===== src/rtl/disp_irq_ctrl.sv =====
module disp_irq_ctrl #(
  parameter int NUM_CH = 7,
  parameter int ID_W   = 32
) (
  input  logic            clk,
  input  logic            rst_n,
  input  logic            ev_valid,
  input  logic [2:0]      ev_kind,
  input  logic [2:0]      ev_chan,
  input  logic [ID_W-1:0] ev_fid,
  input  logic [1:0]      ev_cmd_ie,
  input  logic            wr_en,
  input  logic [1:0]      wr_addr,
  input  logic [31:0]     wr_data,
  output logic [31:0]     stat0,
  output logic [31:0]     stat1,
  output logic [31:0]     ctrl,
  output logic [31:0]     ch_mask,
  output logic [ID_W-1:0] int_id,
  output logic            irq
);

  localparam logic [2:0]  K_SOF = 3'd0, K_EOF = 3'd1, K_BR = 3'd2,
                          K_BER = 3'd3, K_RD = 3'd4, K_LF = 3'd5;
  localparam logic [1:0]  A_CTRL = 2'd0, A_MASK = 2'd1, A_CLR0 = 2'd2, A_CLR1 = 2'd3;
  localparam logic [31:0] MASK_KEEP = 32'h3F3F_3F3F;
  localparam logic [31:0] CLR1_KEEP = 32'h003E_3F3F;
  localparam logic [11:0] S0_GATED  = 12'hBFB;
  localparam logic [11:0] S0_FORCED = 12'h004;

  logic            en_q;
  logic [11:0]     cmask_q;
  logic [31:0]     chmask_q;
  logic [11:0]     s0_q;
  logic [2:0]      s0_ch_q;
  logic [31:0]     s1_q;
  logic [ID_W-1:0] id_q;

  logic [11:0] ev0_set, s0_set, s0_clr;
  logic [31:0] s1_set, s1_clr;
  logic        gated, ber, rd, unm, sint, cap, qd;

  wire ev_ok = ev_valid && (int'(ev_chan) < NUM_CH);
  wire ch0   = (ev_chan == 3'd0);

  assign irq = |(s0_q & ((~cmask_q & S0_GATED) | S0_FORCED)) | |(s1_q & ~chmask_q);

  always_comb begin
    ev0_set = '0;
    s1_set  = '0;
    gated   = 1'b0;
    ber     = 1'b0;
    rd      = 1'b0;
    if (ev_ok) begin
      case (ev_kind)
        K_SOF: if (ev_cmd_ie[1]) begin
          gated = 1'b1;
          if (ch0) ev0_set[1] = 1'b1;
          else     s1_set = 32'd1 << (ev_chan - 3'd1);
        end
        K_EOF: if (ev_cmd_ie[0]) begin
          gated = 1'b1;
          if (ch0) ev0_set[8] = 1'b1;
          else     s1_set = 32'd1 << (5'(ev_chan) + 5'd7);
        end
        K_BR: begin
          gated = 1'b1;
          if (ch0) ev0_set[9] = 1'b1;
          else     s1_set = 32'd1 << (5'(ev_chan) + 5'd15);
        end
        K_BER: begin
          ber        = 1'b1;
          ev0_set[2] = 1'b1;
        end
        K_RD: begin
          rd          = 1'b1;
          ev0_set[11] = 1'b1;
        end
        K_LF: ev0_set[0] = 1'b1;
        default: ;
      endcase
    end
    unm  = ber || (gated && (|(ev0_set & ~cmask_q) || |(s1_set & ~chmask_q)));
    sint = (unm && irq) || (rd && irq && !cmask_q[11]);
    cap  = unm && !irq;
    qd   = wr_en && (wr_addr == A_CTRL) && en_q && !wr_data[31];
    s0_set     = ev0_set;
    s0_set[10] = ev0_set[10] | sint;
    s0_set[7]  = ev0_set[7] | qd;
  end

  assign s0_clr = (wr_en && wr_addr == A_CLR0) ? wr_data[11:0] : 12'd0;
  assign s1_clr = (wr_en && wr_addr == A_CLR1) ? (wr_data & CLR1_KEEP) : 32'd0;

  always_ff @(posedge clk or negedge rst_n) begin
    if (!rst_n) begin
      en_q     <= 1'b0;
      cmask_q  <= '0;
      chmask_q <= '0;
      s0_q     <= '0;
      s0_ch_q  <= '0;
      s1_q     <= '0;
      id_q     <= '0;
    end else begin
      if (wr_en && wr_addr == A_CTRL) begin
        en_q    <= wr_data[31];
        cmask_q <= wr_data[11:0];
      end
      if (wr_en && wr_addr == A_MASK)
        chmask_q <= wr_data & MASK_KEEP;
      s0_q <= (s0_q & ~s0_clr) | s0_set;
      if (ber)            s0_ch_q <= ev_chan;
      else if (s0_clr[2]) s0_ch_q <= '0;
      s1_q <= (s1_q & ~s1_clr) | s1_set;
      if (cap) id_q <= ev_fid;
    end
  end

  assign stat0   = {1'b0, s0_ch_q, 16'd0, s0_q};
  assign stat1   = s1_q;
  assign ctrl    = {en_q, 19'd0, cmask_q};
  assign ch_mask = chmask_q;
  assign int_id  = id_q;

endmodule


===== config.mk =====
export PLATFORM = sky130hd
export DESIGN_NAME = disp_irq_ctrl
export DESIGN_NICKNAME = d
export VERILOG_FILES = /design/src/rtl/disp_irq_ctrl.sv
export SDC_FILE = /design/constraint.sdc
export NUM_CORES = 1
export LEC_CHECK = 0
export CORE_AREA = 3 3 98 100
export DETAILED_ROUTE_END_ITERATION = 12
export DIE_AREA = 0 0 101 103
export DONT_BUFFER_PORTS = 1
export GPL_ROUTABILITY_DRIVEN = 0
export HOLD_SLACK_MARGIN = 0.15
export PLACE_DENSITY = 0.9
export SLEW_MARGIN = 20
export SYNTH_ARGS = -nofsm -noshare
export SYNTH_HDL_FRONTEND = slang
export SYNTH_SLANG_ARGS = --single-unit

===== constraint.sdc =====
create_clock -name clk -period 3.3 [get_ports clk]
set_input_delay 0.165 -clock clk [delete_from_list [all_inputs] [get_ports clk]]
set_output_delay 0.165 -clock clk [all_outputs]
set_load 0.03 [all_outputs]

======== Word-level counts from Yosys, hierarchy flattened ========
Cells that the tools add are included.
word-level totals
  input port bits ......................... 78
  bits in registers ....................... 116
  memories ................................ 0
  latch bits .............................. 0
  memory bits (writable) .................. 0
  ROM bits ................................ 0
cells by class
  shift operators ......................... 3
  multiplexer cells ....................... 28
  bitwise gates (word level) .............. 13
  divide/modulo/power cells ............... 0
  eq/ne operators ......................... 8
  add/subtract/negate cells ............... 3
  order comparisons ....................... 1
  $mul .................................... 0
  reduce and logical (&&, ||, !) cells .... 26
operators with widths
  operator              count
  $mux 32               6
  $and 32x32->32        3
  $pmux 32 s3           1
  $reduce_or 32->1      2
  $and 12x12->12        3
  $not 22->32           1
  $not 30->32           1
  $or 32x32->32         1
  $shl 1x3->32 const A  1
  $shl 1x4->32 const A  1
  $shl 1x5->32 const A  1
  $not 12->12           2
  $reduce_or 12->1      2
  $mux 22               1
  $mux 1                14
  $logic_and 1x1->1     12
  $mux 12               1
  $or 12x12->12         1
  $mux 3                3
  $eq 3x2->1 const B    2
  $eq 3x3->1 const B    2
  $logic_not 3->1       2
  $add 3x4->5 const B   1
  $add 3x3->4 const B   1
  other kinds (12)      17

======== Depth between registers and ports, before layout ========
Gate-level depths: netlist of run 1.
  word-level depth ........................ 14
  gate-level depth with buffers ........... 13

======== Worst setup path before layout of run 1 ========
OpenSTA, ideal clock, no wires.
  path type ............................... input -> register
  start ................................... in ev_chan[1]
  end ..................................... reg id_q[10], in the netlist int_id[10]
  cell stages on the path ................. 12
  path buffers ............................ 4
  slack ................................... 0.552 ns
  required time ........................... 3.175 ns
  arrival time ............................ 2.623 ns
  path through ............................ buf_6 clkbuf_1 nor2_1 ha_1 buf_4 nand3b_4 or3b_1 a31oi_1 nor4_2 a211oi_4 buf_6 mux2_4
on the way
  cells in the longest elaborated chain, start to end .. 12
  elaborated cells between the ends (all ways) .. 35
  classes of those cells .................. add/sub: 3; order compare: 1; shift: 3; mux: 18; bitwise: 2; reduce/logical: 8
ends and longest elaborated chain
  item                                          line    RTL
  start: declaration                            9       input logic [2:0] ev_chan,
  $add 3x3->4 or $sub 3x1->3 (tied branches)    64, 59
  $shl 1x4->32 or $shl 1x3->32 (tied branches)  64, 59
  $mux 32, on equally long branches             63, 58
  $mux 32, on equally long branches             61, 56
  $pmux 32 s3                                   55      case (ev_kind)
  $mux 32                                       54      if (ev_ok) begin
  $and 32x32->32                                83      unm = ber || (gated && (|(ev0_set & ~cmask_q) || |(s1_set & ~chmask_q)));
  $reduce_or 32->1                              83
  $logic_or 1x1->1                              83
  $logic_and 1x1->1                             83
  $logic_or 1x1->1 (*)                          83
  $logic_and 1x1->1 (*)                         85      cap = unm && !irq;
  end signal: assignment                        115     if (cap) id_q <= ev_fid;
  end: declaration                              37      logic [ID_W-1:0] id_q;
Every way passes the cells marked *; elsewhere a longest branch is shown, timed or not.
A chain may end at the register's enable or synchronous reset.

======== Worst setup path after layout of run 1 ========
  start ................................... in ev_chan[2]
  end ..................................... reg id_q[2], in the netlist int_id[2]
Same word-level chain as after synthesis.

==> results of run 1 <==
## stage by stage
step	power (mW)	cells	util (%)	instance area (um2)	setup slack [ns]
CTS	5.30	684	80.3	7040	0.190
detailed placement	3.24	564	62.9	5510	0.469
finish	5.32	685	80.5	7060	0.130
global route	5.51	685	80.5	7060	0.0177
floorplan	3.11	523	-	5810	0.552
global placement	3.20	564	62.9	5510	0.503
## cell type report
| class | instances | area [um2] |
|---|---|---|
| Sequential cell | 116 | 2900 |
| Multi-Input combinational cell | 320 | 2380 |
| Fill cell | 495 | 1710 |
| Timing Repair Buffer | 94 | 958 |
| Clock buffer | 18 | 428 |
| Clock inverter | 14 | 199 |
| Tap cell | 108 | 135 |
| Inverter | 15 | 56.3 |
## where the power goes
part	internal (mW)	total, mW	switching, mW
registers	1.71	2.61	0.902
clock network	1.25	1.93	0.673
logic	0.451	0.786	0.335
## state kept, by name (all words and copies together) (netlist names)
register	cells
s0_q	12
int_id	32
stat1	32
s0_ch_q	3
ch_mask	24
cmask_q	12
en_q	1
## worst max-delay path, delay by kind of cell
family	cells	cell delay [ns]
buffers and inverters	4	1.30
multiplexers	3	0.90
AND/OR/NAND/NOR	1	0.16
adder cells (fa/ha/maj)	1	0.60
AO/OA/AOI/OAI	2	0.40
## logic make-up after synthesis
group / after synthesis
multiplexers: 78
buffers and inverters: 87
other: 1
AND/OR/NAND/NOR: 137
flip-flops: 116
adder cells (fa/ha/maj): 1
AO/OA/AOI/OAI: 60
## final timing paths
kind	to	slack, ns	startpoint	cells past startpoint
min in group asynchronous	int_id[25]$_DFFE_PN0P_	0.25	rst_n	2
min	stat1[15]$_DFF_PN0_	0.17	ev_kind[2]	3
max	int_id[2]$_DFFE_PN0P_	0.13	ev_chan[2]	11
max reg2reg	int_id[0]$_DFFE_PN0P_	0.40	ch_mask[17]$_DFFE_PN0P_	7
max in group asynchronous	cmask_q[10]$_DFFE_PN0P_	2.61	rst_n	2
min reg2reg	stat1[27]$_DFF_PN0_	0.60	stat1[27]$_DFF_PN0_	0
## placed cells by master, fill, tap and decap left out, types with 3 or more instances in the layout
cell type                         n
sky130_fd_sc_hd__a21boi_0         6
sky130_fd_sc_hd__buf_4            4
sky130_fd_sc_hd__bufinv_16        4
sky130_fd_sc_hd__clkbuf_16       16
sky130_fd_sc_hd__clkinvlp_4       4
sky130_fd_sc_hd__conb_1          44
sky130_fd_sc_hd__dfrtp_1        116
sky130_fd_sc_hd__dlygate4sd3_1   88
sky130_fd_sc_hd__inv_1           15
sky130_fd_sc_hd__inv_6            4
sky130_fd_sc_hd__mux2_2          42
sky130_fd_sc_hd__mux2_4          30
sky130_fd_sc_hd__mux2i_1          5
sky130_fd_sc_hd__nand2_1         63
sky130_fd_sc_hd__nand2b_1        27
sky130_fd_sc_hd__nand3_1          7
sky130_fd_sc_hd__nand4_1          4
sky130_fd_sc_hd__nor2_1           9
sky130_fd_sc_hd__nor2b_1          3
sky130_fd_sc_hd__nor4_1           4
sky130_fd_sc_hd__o2111ai_1        7
sky130_fd_sc_hd__o21ai_0         19
sky130_fd_sc_hd__o21bai_1         7
sky130_fd_sc_hd__o31ai_1          3
sky130_fd_sc_hd__or3_1            3
## what timing repair did
item                       CTS  global route
setup endpoints to repair    0             0
hold endpoints to repair   224            11
hold buffers                88             1
## metal layers
metal	global-route usage, %	part of all wire [%]	up-vias
li1	-	-	1739
met1	33.9	35	1973
met2	52.1	52	274
met3	11.2	11	30
met4	12.0	2.2	0
met5	0	0	-
==> metrics.md, run 1 <==
| Metric | Value |
|---|---|
| Unrepaired setup endpoints after global routing | `false` |
| Critical Path Max Stage Delay | `approximately 0.68 ns` |
| Vias post-DR | `approximately 4k` |
| Routed length per placed instance | `roughly 23 um` |
| Slowest-stage cell, CP | `sky130_fd_sc_hd__dlygate4sd3_1` |
| Startpoint kind of the worst setup timing path | `primary input` |
| Row Count | `34` |
| Maximum VDD drop | `0.473 mV` |
| Post-Route WL | `15700 um` |
| Length of the first detailed-routing pass in iterations | `5` |
| Maximum number of pins on one net before global-route repair | `117` |
| Number of antenna violations at the first check in global routing | `0` |
| F_max | `about 320 MHz` |
| Critical path type | `primary input to flip-flop` |
| Effective utilization at floorplan | `between 60% and 70%` |
| Final Slew Violations | `0` |
| Number of enable flip-flop cells after synthesis | `0` |
| Worst Setup End Kind | `flip-flop` |
| Xor and xnor fraction of the mapped netlist area | `0%` |
| Core Region | `8760 um2` |
| TritonCTS clock tree | `done` |
| Vias in the first global route | `between 4k and 5k` |
| Reported max-cap violation count | `0` |
| Post-DR vias/cell | `slightly below 6` |
| Worst hold slack across all endpoints | `about 0.17 ns` |
| Period utilization | `approximately 96%` |
| Wire length of the first global-routing pass | `between 20000 and 25000 um` |
| DIE HEIGHT | `103 um` |
| Clock latency on the worst-skew pair | `~0.51 ns` |
| List of cells traversed by the critical path | `dlygate4sd3_1 -> inv_1 -> ha_1 -> buf_4 -> mux2i_1 -> mux4_2 -> nor2b_1 -> a211oi_2 -> a211oi_4 -> buf_12 -> mux2_4` |
| Yosys warnings | `0` |
| Worst-path fanout max | `32` |
| Reg clk slew, reported paths | `around 0.060 ns` |
| Arrival time of data at the critical path endpoint | `3.56 ns` |
| Number of cells produced by synthesis | `480` |
| FFs w/ async S/R, synth | `100%` |
| Final setup violation count | `0` |
| Main combinational cell family by area after synthesis | `multiplexers` |
| Number of H-tree levels | `4` |
| Setup clock skew after layout | `~0.015 ns` |
| Primary FF master, synth | `sky130_fd_sc_hd__dfrtp_1` |
| Synthesized-area fraction occupied by and/or/nand/nor cells | `between 10% and 20%` |
| Mean cell area of the mapped netlist | `11.8 um2` |
| Fraction of the mapped netlist area in compound gates | `7.88%` |
| Worst min-delay path category | `primary input to flip-flop` |
| Total clock buffers created by CTS | `17` |
| Layout cells sized above 1 | `21.7%` |
| Die area | `10400 um2` |
| Number of antenna cells inserted | `0` |
| Number of flip-flops and latches in the synthesized netlist | `between 100 and 150` |
| Ports | `around 240` |
| Adder-cell share of the synthesized area | `less than 1%` |
| Leading post-synthesis cells by cell area | `sky130_fd_sc_hd__dfrtp_1, sky130_fd_sc_hd__mux2_2, sky130_fd_sc_hd__mux2_4` |
| Crit path time final | `3.17 ns` |
| Die width | `approximately 100 um` |
| Slew margin rel. | `around a third` |
| Resized Gates After CTS | `0` |
| Overall overflow remaining after global route | `0` |
| Top cells by instance count after synthesis | `sky130_fd_sc_hd__dfrtp_1, sky130_fd_sc_hd__nand2_1, sky130_fd_sc_hd__buf_4` |
| Sum Neg Setup Slack | `0 ns` |
| Post-synthesis cell area | `about 5700 um2` |
| Cell variety after synth | `50` |
| Post-synthesis mux area share | `between 10% and 20%` |
| Post-route DRC violation count | `0` |
| Residual antenna-violating net count after detailed routing | `0` |
| Final HPWL from detailed placement | `between 10000 and 15000 um` |
| Worst-Margin Slew | `around 0.99 ns` |
| Maximum buffer depth of the clock tree | `2` |
| Library cell with the largest summed area after synthesis | `sky130_fd_sc_hd__dfrtp_1` |
| Quantity of I/O buffers inserted on ports | `0` |
| Top-area cell type share of the netlist area | `about half` |
| Drt initial violations | `~280` |
| Proportion of synthesized chip area in sequential cells | `51.4%` |
| Number of failing hold endpoints at the final stage | `0` |
| Data required time at the worst endpoint | `~3.7 ns` |
| Result of the run | `complete, no violations` |
| Total global routing track utilization | `between 30% and 40%` |
| Clk Tree Root Cell | `sky130_fd_sc_hd__clkbuf_8` |
| Static power due to leakage | `about 3.2 nW` |
| Relative area change from synthesis to final layout | `24.8%` |
| Post CTS Setup Buffer Count | `0` |
| Clock Sinks | `around 120` |
| Power per standard cell area | `754 nW/um2` |
| Top-count cell post-synth | `sky130_fd_sc_hd__dfrtp_1` |
| Total Nets Final | `approximately 640` |
Power figures use the tool's default switching activity.
==> run 2, diff against run 1 <==
Settings changed: CORE_AREA 3 3 98 100 to 3 3 102 104, DIE_AREA 0 0 101 103 to 0 0 105 107, PLACE_DENSITY 0.9 to 0.85.
Clock period 3.3 ns to 3 ns, I/O delays scaled along.
==> run 2 against run 1 <==
Net effect:
- combinational power increased by 28%
- sequential power increased by 7%
- clock skew decreased by 0.0075 ns
- global-route usage decreased by 0.71 points
- die area increased by 8.0%
==> metrics.md, run 2 (synthesized netlist as in run 1, its figures left out) <==
| Metric | Value |
|---|---|
| Combinational fraction of design power | `between 10% and 20%` |
| Result of the run | `complete, no violations` |
| Period utilization | `a little over nine tenths` |
| Startpoint kind of the worst setup timing path | `primary input` |
| Overall overflow remaining after global route | `0` |
| Unrepaired setup endpoints after global routing | `false` |
| Die width | `105 um` |
| Share of total power in the clock network | `between 30% and 40%` |
| Relative area change from synthesis to final layout | `26.4%` |
| Critical path type | `primary input to flip-flop` |
| Data required time at the worst endpoint | `about 3.5 ns` |
| Length of the first detailed-routing pass in iterations | `5` |
| Highest-count cells in the layout ignoring fill and taps | `sky130_fd_sc_hd__dfrtp_1, sky130_fd_sc_hd__dlygate4sd3_1, sky130_fd_sc_hd__nand2_1, sky130_fd_sc_hd__conb_1, sky130_fd_sc_hd__mux2_2` |
| Setup clock skew after layout | `slightly above 0.007 ns` |
| Sum Neg Setup Slack | `0 ns` |
| Final Slew Violations | `0` |
| Capture endpoint of the worst hold path | `stat1[14]$_DFF_PN0_` |
| Post-Route WL | `about 16000 um` |
| Startpoint of the lowest-slack hold path | `ev_chan[0]` |
| TritonCTS clock tree | `done` |
| Maximum VDD drop | `0.537 mV` |
| Count of filler cells inserted in the layout | `just over 600` |
| Maximum buffer depth of the clock tree | `2` |
| Count of cells along the worst register-to-register path | `6` |
| Clock Sinks | `around 120` |
| Ports | `roughly 240` |
| Arrival time of data at the critical path endpoint | `3.27 ns` |
| Post-route DRC violation count | `0` |
| Number of antenna cells inserted | `0` |
| Area used by multi-input combinational logic | `2380 um2` |
| FF-to-FF End | `int_id[0]$_DFFE_PN0P_` |
| Die area | `roughly 11000 um2` |
| Crit Reg-Reg Startpoint | `stat1[15]$_DFF_PN0_` |
| Total clock buffers created by CTS | `17` |
| Clock latency on the worst-skew pair | `about 0.52 ns` |
| Power per standard cell area | `~800 nW/um2` |
| Total Nets Final | `660` |
| Number of failing hold endpoints at the final stage | `0` |
| Layout cells sized above 1 | `between 20% and 30%` |
| Net switching power | `2.03 mW` |
| Core utilization of the finished layout | `74.1%` |
| Reg power frac | `roughly half` |
| Number of cells after detailed placement | `about 610` |
| Number of antenna violations at the first check in global routing | `0` |
| Drt initial violations | `slightly above 400` |
| Worst Hold Depth | `3` |
| Leading cell type in the layout, fill and taps excluded | `sky130_fd_sc_hd__dfrtp_1` |
| Final non-filler cell total | `around 730` |
| Clk Tree Root Cell | `sky130_fd_sc_hd__clkbuf_8` |
| FF/Latch Area | `a little under 3000 um2` |
| Vias in the first global route | `approximately 4.2k` |
| Worst min-delay path category | `primary input to flip-flop` |
| F_max | `354 MHz` |
| Core Region | `around 9600 um2` |
| Slew margin rel. | `47.4%` |
| Post-DR vias/cell | `around 5.6` |
| DIE HEIGHT | `~110 um` |
| Worst-path fanout max | `8` |
| Final setup violation count | `0` |
| Vias post-DR | `slightly above 4k` |
| Row Count | `36` |
| Worst Setup End Kind | `flip-flop` |
| Final HPWL from detailed placement | `~11000 um` |
| Total global routing track utilization | `29.4%` |
| Setup slack on the worst flop-to-flop path | `about 0.26 ns` |
| Number of H-tree levels | `4` |
| Wire length of the first global-routing pass | `24900 um` |
| Reported max-cap violation count | `0` |
| Static power due to leakage | `between 3 and 4 nW` |
| Effective utilization at floorplan | `58.6%` |
| Reg clk slew, reported paths | `0.05 ns` |
| Net switching fraction of the power | `a little over a third` |
| Int Pwr | `3.64 mW` |
| Routed length per placed instance | `approximately 22 um` |
| Quantity of I/O buffers inserted on ports | `0` |
| Maximum number of pins on one net before global-route repair | `roughly 120` |
| Residual antenna-violating net count after detailed routing | `0` |
| Worst-Margin Slew | `0.789 ns` |
| Crit path time final | `2.82 ns` |
[run 2: per-stage QoR]
step / power [mW] / setup WS [ns] / hold slack, ns / cell area [um2]
5_1_grt: 5.87 / 0.0783 / 0.173 / 7140
3_3_place_gp: 3.59 / 0.310 / -0.143 / 5670
6_report: 5.67 / 0.177 / 0.156 / 7140
2_1_floorplan: 3.42 / 0.267 / -0.146 / 5810
3_5_place_dp: 3.63 / 0.234 / -0.142 / 5670
4_1_cts: 5.65 / 0.0192 / 0.202 / 7130
[run 2: area by class of cell]
cell class              instances  area share [%]
flip-flops and latches        116            40.6
multi-input cells             320            33.3
repair buffers                111            15.2
clock buffers                  26            7.11
well taps                     133            2.33
inverters                      15           0.788
clock inverters                 4           0.630
[run 2: layer usage]
metal,global-route usage (%),part of all wire (%)
met5,0,0
met1,32.1,36
met4,11.8,3.3
met3,13.5,11
met2,49.9,51
[run 2: worst max-delay path, cell delays in order]
cell	delay, ns
sky130_fd_sc_hd__dlygate4sd3_1	0.78
sky130_fd_sc_hd__nor2b_1	0.31
sky130_fd_sc_hd__nand2_1	0.10
sky130_fd_sc_hd__dlygate4sd3_1	0.57
sky130_fd_sc_hd__nor2_1	0.10
sky130_fd_sc_hd__dlygate4sd3_1	0.57
sky130_fd_sc_hd__nand2_1	0.06
sky130_fd_sc_hd__nand2_1	0.09
sky130_fd_sc_hd__dlygate4sd3_1	0.54
[run 2: worst max path at each step]
stage / from / to / cells past startpoint
floorplan: ev_chan[1] / int_id[10]$_DFFE_PN0P_ / 12
global placement: stat1[15]$_DFF_PN0_ / int_id[1]$_DFFE_PN0P_ / 6
detailed placement: stat1[15]$_DFF_PN0_ / int_id[0]$_DFFE_PN0P_ / 6
CTS: ev_chan[2] / int_id[0]$_DFFE_PN0P_ / 11
global route: ev_kind[0] / s0_ch_q[0]$_DFFE_PN0P_ / 9
finish: ev_kind[0] / s0_ch_q[0]$_DFFE_PN0P_ / 9
[run 2: power groups by stage]
stage | combinational [mW] | sequential, mW | clock, mW
after floorplan | 0.664 | 2.76 | 0
after global placement | 0.815 | 2.77 | 0
after detailed placement | 0.837 | 2.79 | 0
after CTS | 1.00 | 2.76 | 1.88
after global routing | 1.08 | 2.82 | 1.97
final | 1.01 | 2.78 | 1.88
[run 2: timing repair]
item,CTS,global route
endpoints found under the hold margin,224,0
hold buffers,89,0
buffers inserted,0,0
setup endpoints to repair,0,33
gates resized for setup,0,3
